==> src/rtl/rtc_pkg.sv <==
package rtc_pkg;

   localparam int unsigned NUM_ALM_FIELDS = 6;

   // field slots in the alarm/compare vector; slot 0 is seconds
   localparam int unsigned F_SEC  = 0;
   localparam int unsigned F_MIN  = 1;
   localparam int unsigned F_HOUR = 2;
   localparam int unsigned F_DAY  = 3;
   localparam int unsigned F_MON  = 4;
   localparam int unsigned F_YEAR = 5;

   localparam logic [7:0] OFS_SEC      = 8'h00;
   localparam logic [7:0] OFS_MIN      = 8'h04;
   localparam logic [7:0] OFS_HOUR     = 8'h08;
   localparam logic [7:0] OFS_DAY      = 8'h0C;
   localparam logic [7:0] OFS_MON      = 8'h10;
   localparam logic [7:0] OFS_YEAR     = 8'h14;
   localparam logic [7:0] OFS_WDAY     = 8'h18;
   localparam logic [7:0] OFS_ALM_SEC  = 8'h20;
   localparam logic [7:0] OFS_ALM_MIN  = 8'h24;
   localparam logic [7:0] OFS_ALM_HOUR = 8'h28;
   localparam logic [7:0] OFS_ALM_DAY  = 8'h2C;
   localparam logic [7:0] OFS_ALM_MON  = 8'h30;
   localparam logic [7:0] OFS_ALM_YEAR = 8'h34;
   localparam logic [7:0] OFS_CTRL     = 8'h40;
   localparam logic [7:0] OFS_STATUS   = 8'h44;
   localparam logic [7:0] OFS_IRQEN    = 8'h48;

   typedef struct packed {
      logic [7:0] sec;
      logic [7:0] min;
      logic [7:0] hour;
      logic [7:0] day;
      logic [7:0] mon;
      logic [7:0] year;
      logic [2:0] wday;
   } rtc_time_t;

   localparam rtc_time_t TIME_RST = '{sec: 8'h00, min: 8'h00, hour: 8'h00,
                                      day: 8'h01, mon: 8'h01, year: 8'h00,
                                      wday: 3'd0};

   // add one to a two-digit packed BCD value
   function automatic logic [7:0] bcd_inc(input logic [7:0] v);
      logic [7:0] r;
      if (v[3:0] >= 4'd9) r = {v[7:4] + 4'd1, 4'h0};
      else                r = {v[7:4], v[3:0] + 4'd1};
      return r;
   endfunction

   function automatic logic [7:0] bcd_to_bin(input logic [7:0] v);
      return ({4'd0, v[7:4]} * 8'd10) + {4'd0, v[3:0]};
   endfunction

   // last day of a month, in BCD; leap when the binary year is a multiple of 4
   function automatic logic [7:0] month_last_day(input logic [7:0] mon,
                                                 input logic [7:0] year);
      logic [7:0] ybin;
      logic [7:0] r;
      ybin = bcd_to_bin(year);
      case (mon)
         8'h02:                      r = (ybin[1:0] == 2'b00) ? 8'h29 : 8'h28;
         8'h04, 8'h06, 8'h09, 8'h11: r = 8'h30;
         default:                    r = 8'h31;
      endcase
      return r;
   endfunction

endpackage

==> src/rtl/rtc_prescaler.sv <==
module rtc_prescaler #(
   parameter int unsigned DIV = 32768
) (
   input  logic clk,
   input  logic rst_n,
   input  logic tick,
   input  logic run,
   output logic busy,
   output logic roll
);

   localparam int unsigned PW   = (DIV > 2) ? $clog2(DIV) : 1;
   localparam bit          POW2 = ((DIV & (DIV - 1)) == 0);

   logic [PW-1:0] cnt;
   logic          last;

   generate
      if (POW2) begin : g_pow2
         // counter wraps on its own; final tick is all ones
         assign last = &cnt;
      end else begin : g_cmp
         assign last = (cnt == PW'(DIV - 1));
      end
   endgenerate

   assign busy = run && last;
   assign roll = tick && run && last;

   always_ff @(posedge clk or negedge rst_n) begin
      if (!rst_n) begin
         cnt <= '0;
      end else if (tick && run) begin
         cnt <= last ? '0 : cnt + 1'b1;
      end
   end

endmodule

==> src/rtl/rtc_cal_next.sv <==
module rtc_cal_next
   import rtc_pkg::*;
(
   input  rtc_time_t cur,
   output rtc_time_t nxt,
   output logic      wrap_sec,
   output logic      wrap_min,
   output logic      wrap_hour
);

   logic [7:0] last_day;
   logic       wrap_day;
   logic       wrap_mon;

   always_comb begin
      last_day  = month_last_day(cur.mon, cur.year);

      wrap_sec  = (cur.sec >= 8'h59);
      wrap_min  = wrap_sec && (cur.min >= 8'h59);
      wrap_hour = wrap_min && (cur.hour >= 8'h23);
      wrap_day  = wrap_hour && (cur.day >= last_day);
      wrap_mon  = wrap_day && (cur.mon >= 8'h12);

      nxt      = cur;
      nxt.sec  = wrap_sec ? 8'h00 : bcd_inc(cur.sec);
      if (wrap_sec)  nxt.min  = wrap_min  ? 8'h00 : bcd_inc(cur.min);
      if (wrap_min)  nxt.hour = wrap_hour ? 8'h00 : bcd_inc(cur.hour);
      if (wrap_hour) begin
         nxt.day  = wrap_day ? 8'h01 : bcd_inc(cur.day);
         nxt.wday = (cur.wday >= 3'd6) ? 3'd0 : cur.wday + 3'd1;
      end
      if (wrap_day)  nxt.mon  = wrap_mon ? 8'h01 : bcd_inc(cur.mon);
      if (wrap_mon)  nxt.year = (cur.year >= 8'h99) ? 8'h00 : bcd_inc(cur.year);
   end

endmodule

==> src/rtl/rtc_alarm_cmp.sv <==
module rtc_alarm_cmp #(
   parameter int unsigned NF = 6
) (
   input  logic [NF-1:0][7:0] now_f,
   input  logic [NF-1:0][7:0] alm_f,
   output logic               match
);

   logic [NF-1:0] eq;

   generate
      for (genvar i = 0; i < NF; i++) begin : g_field
         assign eq[i] = (now_f[i] == alm_f[i]);
      end
   endgenerate

   assign match = &eq;

endmodule

==> src/rtl/rtc_bcd_calendar.sv <==
module rtc_bcd_calendar
   import rtc_pkg::*;
#(
   parameter int unsigned TICKS_PER_SEC = 32768,
   parameter int unsigned ADDR_W        = 7
) (
   input  logic              clk,
   input  logic              rst_n,
   input  logic              tick,
   input  logic [ADDR_W-1:0] bus_addr,
   input  logic              bus_we,
   input  logic [7:0]        bus_wdata,
   output logic [7:0]        bus_rdata,
   output logic              irq_timer,
   output logic              irq_alarm
);

   localparam int unsigned NF = NUM_ALM_FIELDS;

   generate
      if (TICKS_PER_SEC < 2) begin : g_bad_div
         $error("rtc_bcd_calendar: TICKS_PER_SEC must be 2 or more");
      end
      if (ADDR_W < 7) begin : g_bad_aw
         $error("rtc_bcd_calendar: ADDR_W must cover offset 0x48");
      end
   endgenerate

   rtc_time_t          cur;
   rtc_time_t          nxt;
   logic [NF-1:0][7:0] now_f;
   logic [NF-1:0][7:0] alm_f;
   logic               ctrl_run;
   logic               ie_alarm;
   logic               ie_timer;
   logic               st_pwr;
   logic               st_alm;
   logic [3:0]         ev_q;
   logic               upd_q;
   logic               busy;
   logic               roll;
   logic               match;
   logic               ev_min;
   logic               ev_hour;
   logic               ev_day;
   logic               hit_status;

   rtc_prescaler #(.DIV(TICKS_PER_SEC)) u_presc (
      .clk   (clk),
      .rst_n (rst_n),
      .tick  (tick),
      .run   (ctrl_run),
      .busy  (busy),
      .roll  (roll)
   );

   rtc_cal_next u_next (
      .cur       (cur),
      .nxt       (nxt),
      .wrap_sec  (ev_min),
      .wrap_min  (ev_hour),
      .wrap_hour (ev_day)
   );

   assign now_f[F_SEC]  = cur.sec;
   assign now_f[F_MIN]  = cur.min;
   assign now_f[F_HOUR] = cur.hour;
   assign now_f[F_DAY]  = cur.day;
   assign now_f[F_MON]  = cur.mon;
   assign now_f[F_YEAR] = cur.year;

   rtc_alarm_cmp #(.NF(NF)) u_cmp (
      .now_f (now_f),
      .alm_f (alm_f),
      .match (match)
   );

   assign hit_status = bus_we && (bus_addr == ADDR_W'(OFS_STATUS));

   always_ff @(posedge clk or negedge rst_n) begin
      if (!rst_n) begin
         cur      <= TIME_RST;
         alm_f    <= '0;
         ctrl_run <= 1'b0;
         ie_alarm <= 1'b0;
         ie_timer <= 1'b0;
         st_pwr   <= 1'b1;
         st_alm   <= 1'b0;
         ev_q     <= '0;
         upd_q    <= 1'b0;
      end else begin
         upd_q <= roll;
         if (roll) begin
            cur  <= nxt;
            ev_q <= {ev_day, ev_hour, ev_min, 1'b1};
         end
         // a software write to a field takes precedence over the update
         if (bus_we) begin
            case (bus_addr)
               ADDR_W'(OFS_SEC):      cur.sec  <= bus_wdata;
               ADDR_W'(OFS_MIN):      cur.min  <= bus_wdata;
               ADDR_W'(OFS_HOUR):     cur.hour <= bus_wdata;
               ADDR_W'(OFS_DAY):      cur.day  <= bus_wdata;
               ADDR_W'(OFS_MON):      cur.mon  <= bus_wdata;
               ADDR_W'(OFS_YEAR):     cur.year <= bus_wdata;
               ADDR_W'(OFS_WDAY):     cur.wday <= bus_wdata[2:0];
               ADDR_W'(OFS_ALM_SEC):  alm_f[F_SEC]  <= bus_wdata;
               ADDR_W'(OFS_ALM_MIN):  alm_f[F_MIN]  <= bus_wdata;
               ADDR_W'(OFS_ALM_HOUR): alm_f[F_HOUR] <= bus_wdata;
               ADDR_W'(OFS_ALM_DAY):  alm_f[F_DAY]  <= bus_wdata;
               ADDR_W'(OFS_ALM_MON):  alm_f[F_MON]  <= bus_wdata;
               ADDR_W'(OFS_ALM_YEAR): alm_f[F_YEAR] <= bus_wdata;
               ADDR_W'(OFS_CTRL):     ctrl_run <= bus_wdata[0];
               ADDR_W'(OFS_IRQEN): begin
                  ie_alarm <= bus_wdata[3];
                  ie_timer <= bus_wdata[2];
               end
               default: ;
            endcase
         end
         st_pwr <= st_pwr & ~(hit_status & bus_wdata[7]);
         // a new match wins over a same-cycle clear
         st_alm <= (upd_q & match) | (st_alm & ~(hit_status & bus_wdata[6]));
      end
   end

   always_comb begin
      bus_rdata = 8'h00;
      case (bus_addr)
         ADDR_W'(OFS_SEC):      bus_rdata = cur.sec;
         ADDR_W'(OFS_MIN):      bus_rdata = cur.min;
         ADDR_W'(OFS_HOUR):     bus_rdata = cur.hour;
         ADDR_W'(OFS_DAY):      bus_rdata = cur.day;
         ADDR_W'(OFS_MON):      bus_rdata = cur.mon;
         ADDR_W'(OFS_YEAR):     bus_rdata = cur.year;
         ADDR_W'(OFS_WDAY):     bus_rdata = {5'd0, cur.wday};
         ADDR_W'(OFS_ALM_SEC):  bus_rdata = alm_f[F_SEC];
         ADDR_W'(OFS_ALM_MIN):  bus_rdata = alm_f[F_MIN];
         ADDR_W'(OFS_ALM_HOUR): bus_rdata = alm_f[F_HOUR];
         ADDR_W'(OFS_ALM_DAY):  bus_rdata = alm_f[F_DAY];
         ADDR_W'(OFS_ALM_MON):  bus_rdata = alm_f[F_MON];
         ADDR_W'(OFS_ALM_YEAR): bus_rdata = alm_f[F_YEAR];
         ADDR_W'(OFS_CTRL):     bus_rdata = {7'd0, ctrl_run};
         ADDR_W'(OFS_STATUS):   bus_rdata = {st_pwr, st_alm, ev_q, ctrl_run, busy};
         ADDR_W'(OFS_IRQEN):    bus_rdata = {4'd0, ie_alarm, ie_timer, 2'd0};
         default:               bus_rdata = 8'h00;
      endcase
   end

   assign irq_timer = upd_q & ie_timer;
   assign irq_alarm = st_alm & ie_alarm;

endmodule

==> config.mk <==
export PLATFORM = sky130hd
export DESIGN_NAME = rtc_bcd_calendar
export DESIGN_NICKNAME = d
export VERILOG_FILES = /design/src/rtl/rtc_pkg.sv /design/src/rtl/rtc_prescaler.sv /design/src/rtl/rtc_cal_next.sv /design/src/rtl/rtc_alarm_cmp.sv /design/src/rtl/rtc_bcd_calendar.sv
export SDC_FILE = /design/constraint.sdc
export NUM_CORES = 1
export LEC_CHECK = 0
export BUFFER_PORTS_ARGS = -buffer_cell sky130_fd_sc_hd__buf_4
export CORE_ASPECT_RATIO = 0.7
export CORE_MARGIN = 2
export CORE_UTILIZATION = 60
export CTS_CLUSTER_DIAMETER = 30
export DETAILED_ROUTE_END_ITERATION = 6
export PLACE_DENSITY = 0.89
export SYNTH_ARGS = -nofsm -noshare
export SYNTH_HDL_FRONTEND = slang
export SYNTH_HIERARCHICAL = 1
export SYNTH_SLANG_ARGS = --single-unit
==> constraint.sdc <==
create_clock -name clk -period 5.5 [get_ports clk]
set_clock_uncertainty 0.15 [all_clocks]
set_input_delay 0.275 -clock clk [delete_from_list [all_inputs] [get_ports clk]]
set_output_delay 0.275 -clock clk [all_outputs]
set_load 0.02 [all_outputs]
# --- Word level (Yosys, flattened, before mapping) ---
# Index checks and enable logic that the tools add are counted.
totals:
  ff_bits: 124
  latchBits: 0
  ram_bits: 0
  rom_bits: 0
  inputBits: 19
  out_inout_bits: 10
  elab_cells: 139
  n_memories: 0
op_classes:
  add_sub_neg: 15
  mul: 1
  div_mod_pow: 0
  magnitude_cmp: 13
  n_eq_ne: 26
  n_shift: 0
  muxes: 32
  bitwise: 10
  reduce_logical: 21
op_table:
  columns: ["op", "n"]
  rows:
  - ["2-to-1 mux 8 bit", 23]
  - ["one-hot mux 8 bit (16 select lines)", 1]
  - ["2-to-1 mux 51 bit", 2]
  - ["adder 4 x 1 -> 4 bit (second input constant)", 12]
  - ["equality test 8 bit", 6]
  - ["equality test 7 x 6 -> 1 bit (second input constant)", 6]
  - ["greater-or-equal comparator 4 bit (second input constant)", 6]
  - ["equality test 7 x 5 -> 1 bit (second input constant)", 3]
  - ["equality test 7 bit (second input constant)", 3]
  - ["equality test 8 x 3 -> 1 bit (second input constant)", 2]
  - ["greater-or-equal comparator 8 x 7 -> 1 bit (second input constant)", 2]
  - ["one-hot mux 8 bit (2 select lines)", 1]
  - ["AND reduction 2 bit", 8]
  - ["adder 15 x 1 -> 15 bit (second input constant)", 1]
  - ["2-to-1 mux 15 bit", 1]
  - ["AND reduction 15 bit", 1]
  - ["equality test 7 x 4 -> 1 bit (second input constant)", 2]
  - ["2-to-1 mux 3 bit", 3]
  - ["equality test 8 x 2 -> 1 bit (second input constant)", 1]
  - ["equality test 8 x 4 -> 1 bit (second input constant)", 1]
  - ["equality test 8 x 5 -> 1 bit (second input constant)", 1]
  - ["greater-or-equal comparator 8 x 5 -> 1 bit (second input constant)", 1]
  - ["greater-or-equal comparator 8 x 6 -> 1 bit (second input constant)", 1]
  - ["greater-or-equal comparator 8 bit", 1]
  - ["15 further kinds", 29]

# --- Longest topological paths before layout ---
# Gate-level depths: netlist (run 1).
depth:
  word_depth: 13
  mapped_depth: 16
  depth_no_buf: 15

# --- Hierarchy ---
# Netlist (run 1), hierarchy kept.
modules_own_cells:
  columns: ["module", "n_inst", "cells_each", "area_each_um2", "seq_area_each_um2"]
  rows:
  - ["rtc_bcd_calendar", 1, 527, 5848.1, 2731.4]
  - ["rtc_cal_next", 1, 263, 1829.3, 0.0]
  - ["rtc_prescaler", 1, 82, 778.2, 375.4]
  - ["rtc_alarm_cmp", 1, 64, 524.3, 0.0]

# --- Worst setup path before layout (run 1) ---
# No wires, ideal clock.
synth_timing:
  path_kind: "reg-to-reg"
  start: "register cur[11] (netlist name)"
  end: "register cur[21] (netlist name)"
  setup_ps: 83
  arrival_time_ps: 3106
  t_required_ps: 5267
  slack_ps: 2161
  stages_incl_launch_ff: 17
  path_buffers: 1
  synth_period_minus_slack_ps: 3339
  cell_sequence: "dfstp_2 -> inv_1 -> ha_1 -> o211ai_1 -> a21oi_1 -> a31oi_1 -> nor3_1 -> a21oi_1 -> ha_1 -> nor4b_2 -> o211ai_1 -> or3_4 -> buf_6 -> o31ai_2 -> a22o_1 -> mux2i_1 -> o21ai_0"

==> impl_metrics.ini, run 1 <==
[power_and_ir_drop]
p_leak_nw = 4.38
p_seq_share_pct = 39.9
p_comb_share_pct = 16.3
power.net_switching_mw = 0.845
p_clk_share_pct = 43.8
switching_share_pct = 30.2
power_density_nw_per_um2 = 284
internal_power_mw = 1.95
peakVddDrop_v = 0.000235
totalPowerFinal_mw = 2.80

[synthesis]
yosys.area_share.simple_pct = 19.6
synth.avg_cell_area_um2 = 9.59
async_flop_share_pct = 100
synth-xor-area-share_pct = 6.44
seq_area_frac_synth_pct = 34.6
synth.area.mux_share_pct = 17.1
synth-edff-count = 0
synth_top_family_by_area = simple AND/OR/NAND/NOR gates
netlist-cell-type-count = 85
ys_warn_count = 6
synth_nets = 992
synth-main-ff-cell = dfrtp_1
synth_fa_ha_area_share_pct = 5.16
synth_compound_area_share_pct = 12.6
syn_area_um2 = 8980
ys_ff_latch = 124
synth_cells = 936

[worst_hold_path]
hold_start = tick
min_to = u_presc/cnt[1]$_DFFE_PN0P_
holdCritPathClass = in -> reg
whs_path_depth = 3

[worst_setup_path]
critPathKind = reg -> reg
start_kind = flop
r2r-end = cur[15]$_DFF_PN0_
cp.required_ns = 5.63
r2r_slack_ns = 1.39
reg2reg_depth = 15
r2r_start = cur[11]$_DFF_PN1_
cp.arrival_ns = 4.25
end_kind = flop
path_max_fanout = 11

[cells_and_area]
nNetsFinal = 989
final_layout_size_suffix_gt1_share_pct = 18.8
diodes = 0
area_growth_pct = 9.61

[timing]
grt_setup_unrepaired = false
worst_pin_slew_ns = 1.04
final-setup-viol-count = 0
min_period_ns = 4.11
drv_slew = 0
hold_violations = 0
slew_headroom_pct = 30.9
fin_crit_sh_pct = 74.8
fin_ws_ns = 1.39
hold-worst-slack_ns = 0.0180
max_freq_mhz = 243
final.setup.tns_ns = 0

[cts]
clk_latency_ns = 0.43
htreeDepth = 4
clkTransAtPathRegs_ns = 0.06
clock_sinks = 124
cts_made_buffers = 17
cts_root_buffer = clkbuf_16
cts_tree = yes
cts_max_path_buffers = 2

[global_routing]
grt_pass1_vias = 7181
grt_util_all_layers_pct = 35.6
antenna_found_initial = 1
grt_pass1_wl_mm = 42.2
grt_max_degree = 67
overflow = 0

[routing]
drt_iter0_markers = 950
drc_errors = 1
antenna_left = 0
avgRoutedWirePerCell_um = 24.4
num_vias = 7720
first_pass_iters = 7
via_per_inst = 6.77
drt_wl_total_mm = 27.9

[floorplan]
core_um2 = 14700
die_x_um = 150
rows = 37
ios = 29
fp.dieH_um = 106
start_util_pct = 61.2
die-area_um2 = 16000

[run_status]
failed_checks = design-rule violations
status = complete, but fails checks

[place]
portBuffers = 28
dp_hpwl_mm = 19.2
gp_congestion = 0.996
pre_cts_slack_ns = 1.49

[flow_run]
maxCapViolations = 0
registers in the layout (all words and copies together), names as in the netlist:
name / cells
alm_f: 48
u_presc/cnt: 15
ie_timer: 1
ie_alarm: 1
st_alm: 1
st_pwr: 1
ctrl_run: 1
upd_q: 1
cur: 51
ev_q: 4
worst max path at each step:
stage                       from           endpoint  slack, ns  cells after the start
6_report       cur[11]$_DFF_PN1_  cur[15]$_DFF_PN0_       1.39                     15
5_1_grt        cur[11]$_DFF_PN1_  cur[11]$_DFF_PN1_       1.11                     15
3_3_place_gp   cur[11]$_DFF_PN1_  cur[15]$_DFF_PN0_       1.62                     15
4_1_cts        cur[11]$_DFF_PN1_  cur[15]$_DFF_PN0_       1.47                     15
3_5_place_dp   cur[11]$_DFF_PN1_  cur[15]$_DFF_PN0_       1.49                     15
2_1_floorplan  cur[11]$_DFF_PN1_  cur[21]$_DFF_PN0_       2.16                     16
cells by family (layout without fill, tap and decap cells):
group | count (synthesis) | after routing
xor gates and xnor gates | 66 | 66
AOI/OAI and AO/OA | 175 | 175
DFF | 124 | 124
and+or+nand+nor | 307 | 307
muxes | 139 | 139
other | 1 | 1
buffers and inverters | 87 | 97
adders and majority gates | 37 | 37
layer usage:
metal / vias to the layer above / share of wire [%] / GRT usage [%]
li1: 3399 / - / -
met3: 65 / 14 / 15.2
met5: - / 0 / 0
met2: 518 / 41 / 49.0
met4: 0 / 2.5 / 10.7
met1: 3738 / 43 / 50.5
cell usage after synthesis (all sizes together) (4+ instances only):
| cell | instances | area [um^2] |
|---|---|---|
| nor2b | 8 | 50.1 |
| mux2 | 67 | 754 |
| o21ai | 72 | 372 |
| xor2 | 54 | 473 |
| clkbuf | 22 | 83.8 |
| mux2i | 67 | 671 |
| o211ai | 6 | 45.0 |
| nor4 | 20 | 140 |
| and3 | 15 | 93.8 |
| inv | 32 | 125 |
| a22oi | 4 | 30.0 |
| nand2b | 5 | 31.3 |
| a21boi | 4 | 30.0 |
| nor3 | 20 | 126 |
| nor3b | 8 | 76.3 |
| o41ai | 6 | 52.6 |
| or2 | 6 | 37.5 |
| nand2 | 89 | 334 |
| buf | 32 | 186 |
| a41oi | 5 | 43.8 |
| xnor2 | 12 | 105 |
| and2 | 9 | 56.3 |
| or4 | 4 | 33.8 |
| nor4b | 4 | 68.8 |
| o2111ai | 4 | 35.0 |
| nor2 | 47 | 205 |
| a21o | 4 | 30.0 |
| a21oi | 26 | 130 |
| dfrtp | 121 | 3030 |
| o31ai | 7 | 57.6 |
| nand3 | 36 | 218 |
| nand3b | 6 | 45.0 |
| ha | 37 | 463 |
| a31oi | 7 | 43.8 |
| mux4 | 5 | 113 |
| a22o | 12 | 105 |
| nand4 | 15 | 100 |
critical path: stages, from the launching register on:
cell      delay, ns
dfstp_2        0.61
inv_1          0.12
ha_1           0.24
o211ai_1       0.16
a21oi_1        0.08
a31oi_1        0.16
nor3_1         0.08
a21oi_1        0.19
ha_1           0.27
nor4b_2        0.29
o211ai_1       0.18
nor3_2         0.65
nor2_1         0.30
a22o_1         0.28
mux2i_1        0.12
o21ai_0        0.09
cells in the final DEF (no fill, tap or decap), types with 4 or more instances in the layout:
master / instances
o41ai_1: 6
nand3_1: 30
and3_1: 15
o31ai_1: 6
nand3b_1: 6
nand4_1: 14
nor3_1: 16
a21o_1: 4
mux4_2: 5
or2_2: 6
a31oi_1: 7
xnor2_1: 12
inv_1: 31
buf_4: 31
mux2_2: 65
nor2b_1: 8
nand2_1: 89
a41oi_1: 5
o21ai_1: 4
o211ai_1: 6
nor2_1: 43
ha_1: 37
clkbuf_16: 17
dfrtp_1: 121
a22oi_1: 4
a22o_1: 12
nor3b_1: 6
a21oi_1: 26
bufinv_16: 4
nor4_1: 18
xor2_1: 54
o2111ai_1: 4
o21ai_0: 67
nand3_2: 5
nand2b_1: 5
mux2i_1: 67
and2_1: 9
through the flow:
stage | cell area (um^2) | instances | util [%]
2_1_floorplan | 8980 | 936 | -
3_3_place_gp | 9190 | 1108 | 62.6
3_5_place_dp | 9190 | 1108 | 62.6
4_1_cts | 9840 | 1141 | 67.1
5_1_grt | 9840 | 1141 | 67.1
6_report | 9840 | 1141 | 67.1
layout make-up:
class                      count  area [um^2]
multi-input combinational    725         5480
fill                        1112         4830
sequential                   124         3110
clock buffer                  19          453
tap                          195          244
timing repair buffer          32          243
clock inverter                13          188
inverter                      33          130
power groups by stage:
stage | Sequential (mW) | Clock [mW] | Combinational, mW
floorplan | 1.08 | 0 | 0.316
global placement | 1.12 | 0 | 0.421
detailed placement | 1.12 | 0 | 0.434
CTS | 1.11 | 1.23 | 0.439
global route | 1.12 | 1.28 | 0.488
finish | 1.12 | 1.23 | 0.455
repair_timing:
item	CTS	global route
buffers inserted	0	0
resized for setup	0	0
hold buffers	1	0
hold endpoints to repair	64	0
No activity file was read; power rests on OpenSTA's default activity.
==> inputs of run 2 (changes only) <==
--- a/config.mk
+++ b/config.mk
@@ -8,7 +8,7 @@
 export BUFFER_PORTS_ARGS = -buffer_cell sky130_fd_sc_hd__buf_4
 export CORE_ASPECT_RATIO = 0.7
 export CORE_MARGIN = 2
-export CORE_UTILIZATION = 60
+export CORE_UTILIZATION = 57
 export CTS_CLUSTER_DIAMETER = 30
 export DETAILED_ROUTE_END_ITERATION = 6
 export PLACE_DENSITY = 0.89
==> constraint.sdc (replaced) <==
create_clock -name clk -period 3.6 [get_ports clk]
set_clock_uncertainty 0.15 [all_clocks]
set_input_delay 0.18 -clock clk [delete_from_list [all_inputs] [get_ports clk]]
set_output_delay 0.18 -clock clk [all_outputs]
set_load 0.02 [all_outputs]
==> impl_metrics.ini, run 2 (synthesis gave the netlist of run 1 again) <==
[routing]
drc_errors = 0
first_pass_iters = 6
antenna_left = 0
drt_wl_total_mm = 29.0
num_vias = 7879
via_per_inst = 6.72
drt_iter0_markers = 1000
avgRoutedWirePerCell_um = 24.8

[global_routing]
grt_util_all_layers_pct = 34.6
grt_pass1_vias = 7114
grt_max_degree = 57
antenna_found_initial = 0
overflow = 0
grt_pass1_wl_mm = 43.1

[cells_and_area]
layout_commonest_cell = dfrtp_1
nNetsFinal = 1015
utilization_pct = 66.2
diodes = 0
reg_top3 = cur (51), alm_f (48), u_presc/cnt (15)
layout_common_cells = 120 x dfrtp_1, 89 x nand2_1, 67 x mux2i_1
largest_register_ffs = 51
final_layout_size_suffix_gt1_share_pct = 22.0
final_area_um2 = 10200
regMostFlops = cur
area_growth_pct = 13.8

[worst_setup_path]
reg2reg_depth = 16
path_buf_inv = 2
r2r_slack_ns = 0.07
end_kind = flop
cpPeakStageDelay_ns = 0.57
path_max_fanout = 6
cp.required_ns = 3.74
cp_top_family = compound AO/OA/AOI/OAI gates
startpoint = cur[11]$_DFF_PN1_
cp.arrival_ns = 3.67
critPathKind = reg -> reg
r2r_start = cur[11]$_DFF_PN1_
r2r-end = cur[18]$_DFF_PN0_
crit_path_top_delay_cell = dfstp_2
crit_chain = inv_4, ha_4, o211ai_1, a21oi_1, a31oi_1, nor3_2, a21oi_1, ha_1, nor4b_2, o211ai_1, buf_4, or3_4, a31oi_1, nor2_1, mux2i_1, o21ai_1
start_kind = flop

[timing]
fin_crit_sh_pct = 98.0
grt_setup_unrepaired = true
min_period_ns = 3.53
final-setup-viol-count = 0
drv_slew = 0
hold-worst-slack_ns = 0.0895
final.setup.tns_ns = 0
hold_violations = 0
slew_headroom_pct = 40.1
max_freq_mhz = 283
worst_pin_slew_ns = 0.895

[cts]
cts_tree = yes
clkTransAtPathRegs_ns = 0.06
cts_root_buffer = clkbuf_16
cts_made_buffers = 17
clk_latency_ns = 0.43
cts_max_path_buffers = 2
clock_sinks = 124
htreeDepth = 4

[floorplan]
ios = 29
die-area_um2 = 16800
rows = 38
fp.dieH_um = 109
die_x_um = 154
core_um2 = 15500
start_util_pct = 58.1

[power_and_ir_drop]
peakVddDrop_v = 0.000375
p_leak_nw = 4.54
power_density_nw_per_um2 = 424

[worst_hold_path]
holdCritPathClass = in -> reg
hold_start = bus_we
whs_path_depth = 3
min_to = ctrl_run$_DFFE_PN0P_

[flow_run]
maxCapViolations = 0

[run_status]
status = finished, final reports clean

[place]
portBuffers = 28
gp_congestion = 0.998
placed_area_um2 = 9310
dp_hpwl_mm = 19.8
## run 2: worst register-to-register path, stage by stage (launching register included)
cell and delay [ns]:
dfstp_2 0.57, inv_4 0.06, ha_4 0.16, o211ai_1 0.19, a21oi_1 0.10, a31oi_1 0.19, nor3_2 0.07, a21oi_1 0.16
ha_1 0.26, nor4b_2 0.22, o211ai_1 0.19, buf_4 0.19, or3_4 0.39, a31oi_1 0.22, nor2_1 0.07, mux2i_1 0.13
o21ai_1 0.08
## run 2: how the worst max path moves through the flow
stage,end,slack (ns),depth (start not counted)
floorplan,cur[21]$_DFF_PN0_,0.26,16
global placement,cur[21]$_DFF_PN0_,0.19,15
detailed placement,cur[21]$_DFF_PN0_,0.06,15
CTS,cur[21]$_DFF_PN0_,0.008,15
global route,cur[11]$_DFF_PN1_,-0.06,16
finish,cur[18]$_DFF_PN0_,0.07,16
## run 2: routing by layer
layer  wire length, um  track usage [%]  share of wire (%)
met5                57             2.68               0.20
met4               563             9.75                1.9
met3              3570             10.4                 12
met2             12000             48.6                 41
met1             12900             51.2                 44
## run 2: cell type report
cell class | instances | area, um^2
fillers | 1204 | 5230
clock buffers | 18 | 439
multi-input cells | 726 | 5620
clock inverters | 14 | 191
inverters | 33 | 133
repair buffers | 57 | 478
well taps | 200 | 250
flip-flops and latches | 124 | 3110
## run 2: what timing repair did
action	CTS	global route
hold buffers	10	0
buffers inserted	0	5
endpoints found under the hold margin	88	0
resized for setup	0	36
endpoints found under the setup margin	0	23
## run 2: stage by stage
step	setup WS (ns)	power [mW]	std cells
after CTS	0.00772	4.27	1166
after detailed placement	0.0613	2.41	1124
after global routing	-0.0634	4.47	1172
after global placement	0.193	2.38	1124
final	0.0708	4.34	1172
after floorplan	0.261	2.13	936
## run 2: where the power goes
group          internal [mW]  leakage (nW)  total, mW  switching (mW)
registers               1.50          1.67       1.70           0.200
clock network           1.18         0.311       1.86           0.684
logic                  0.315          2.56      0.771           0.456
total                   3.00          4.54       4.34            1.34
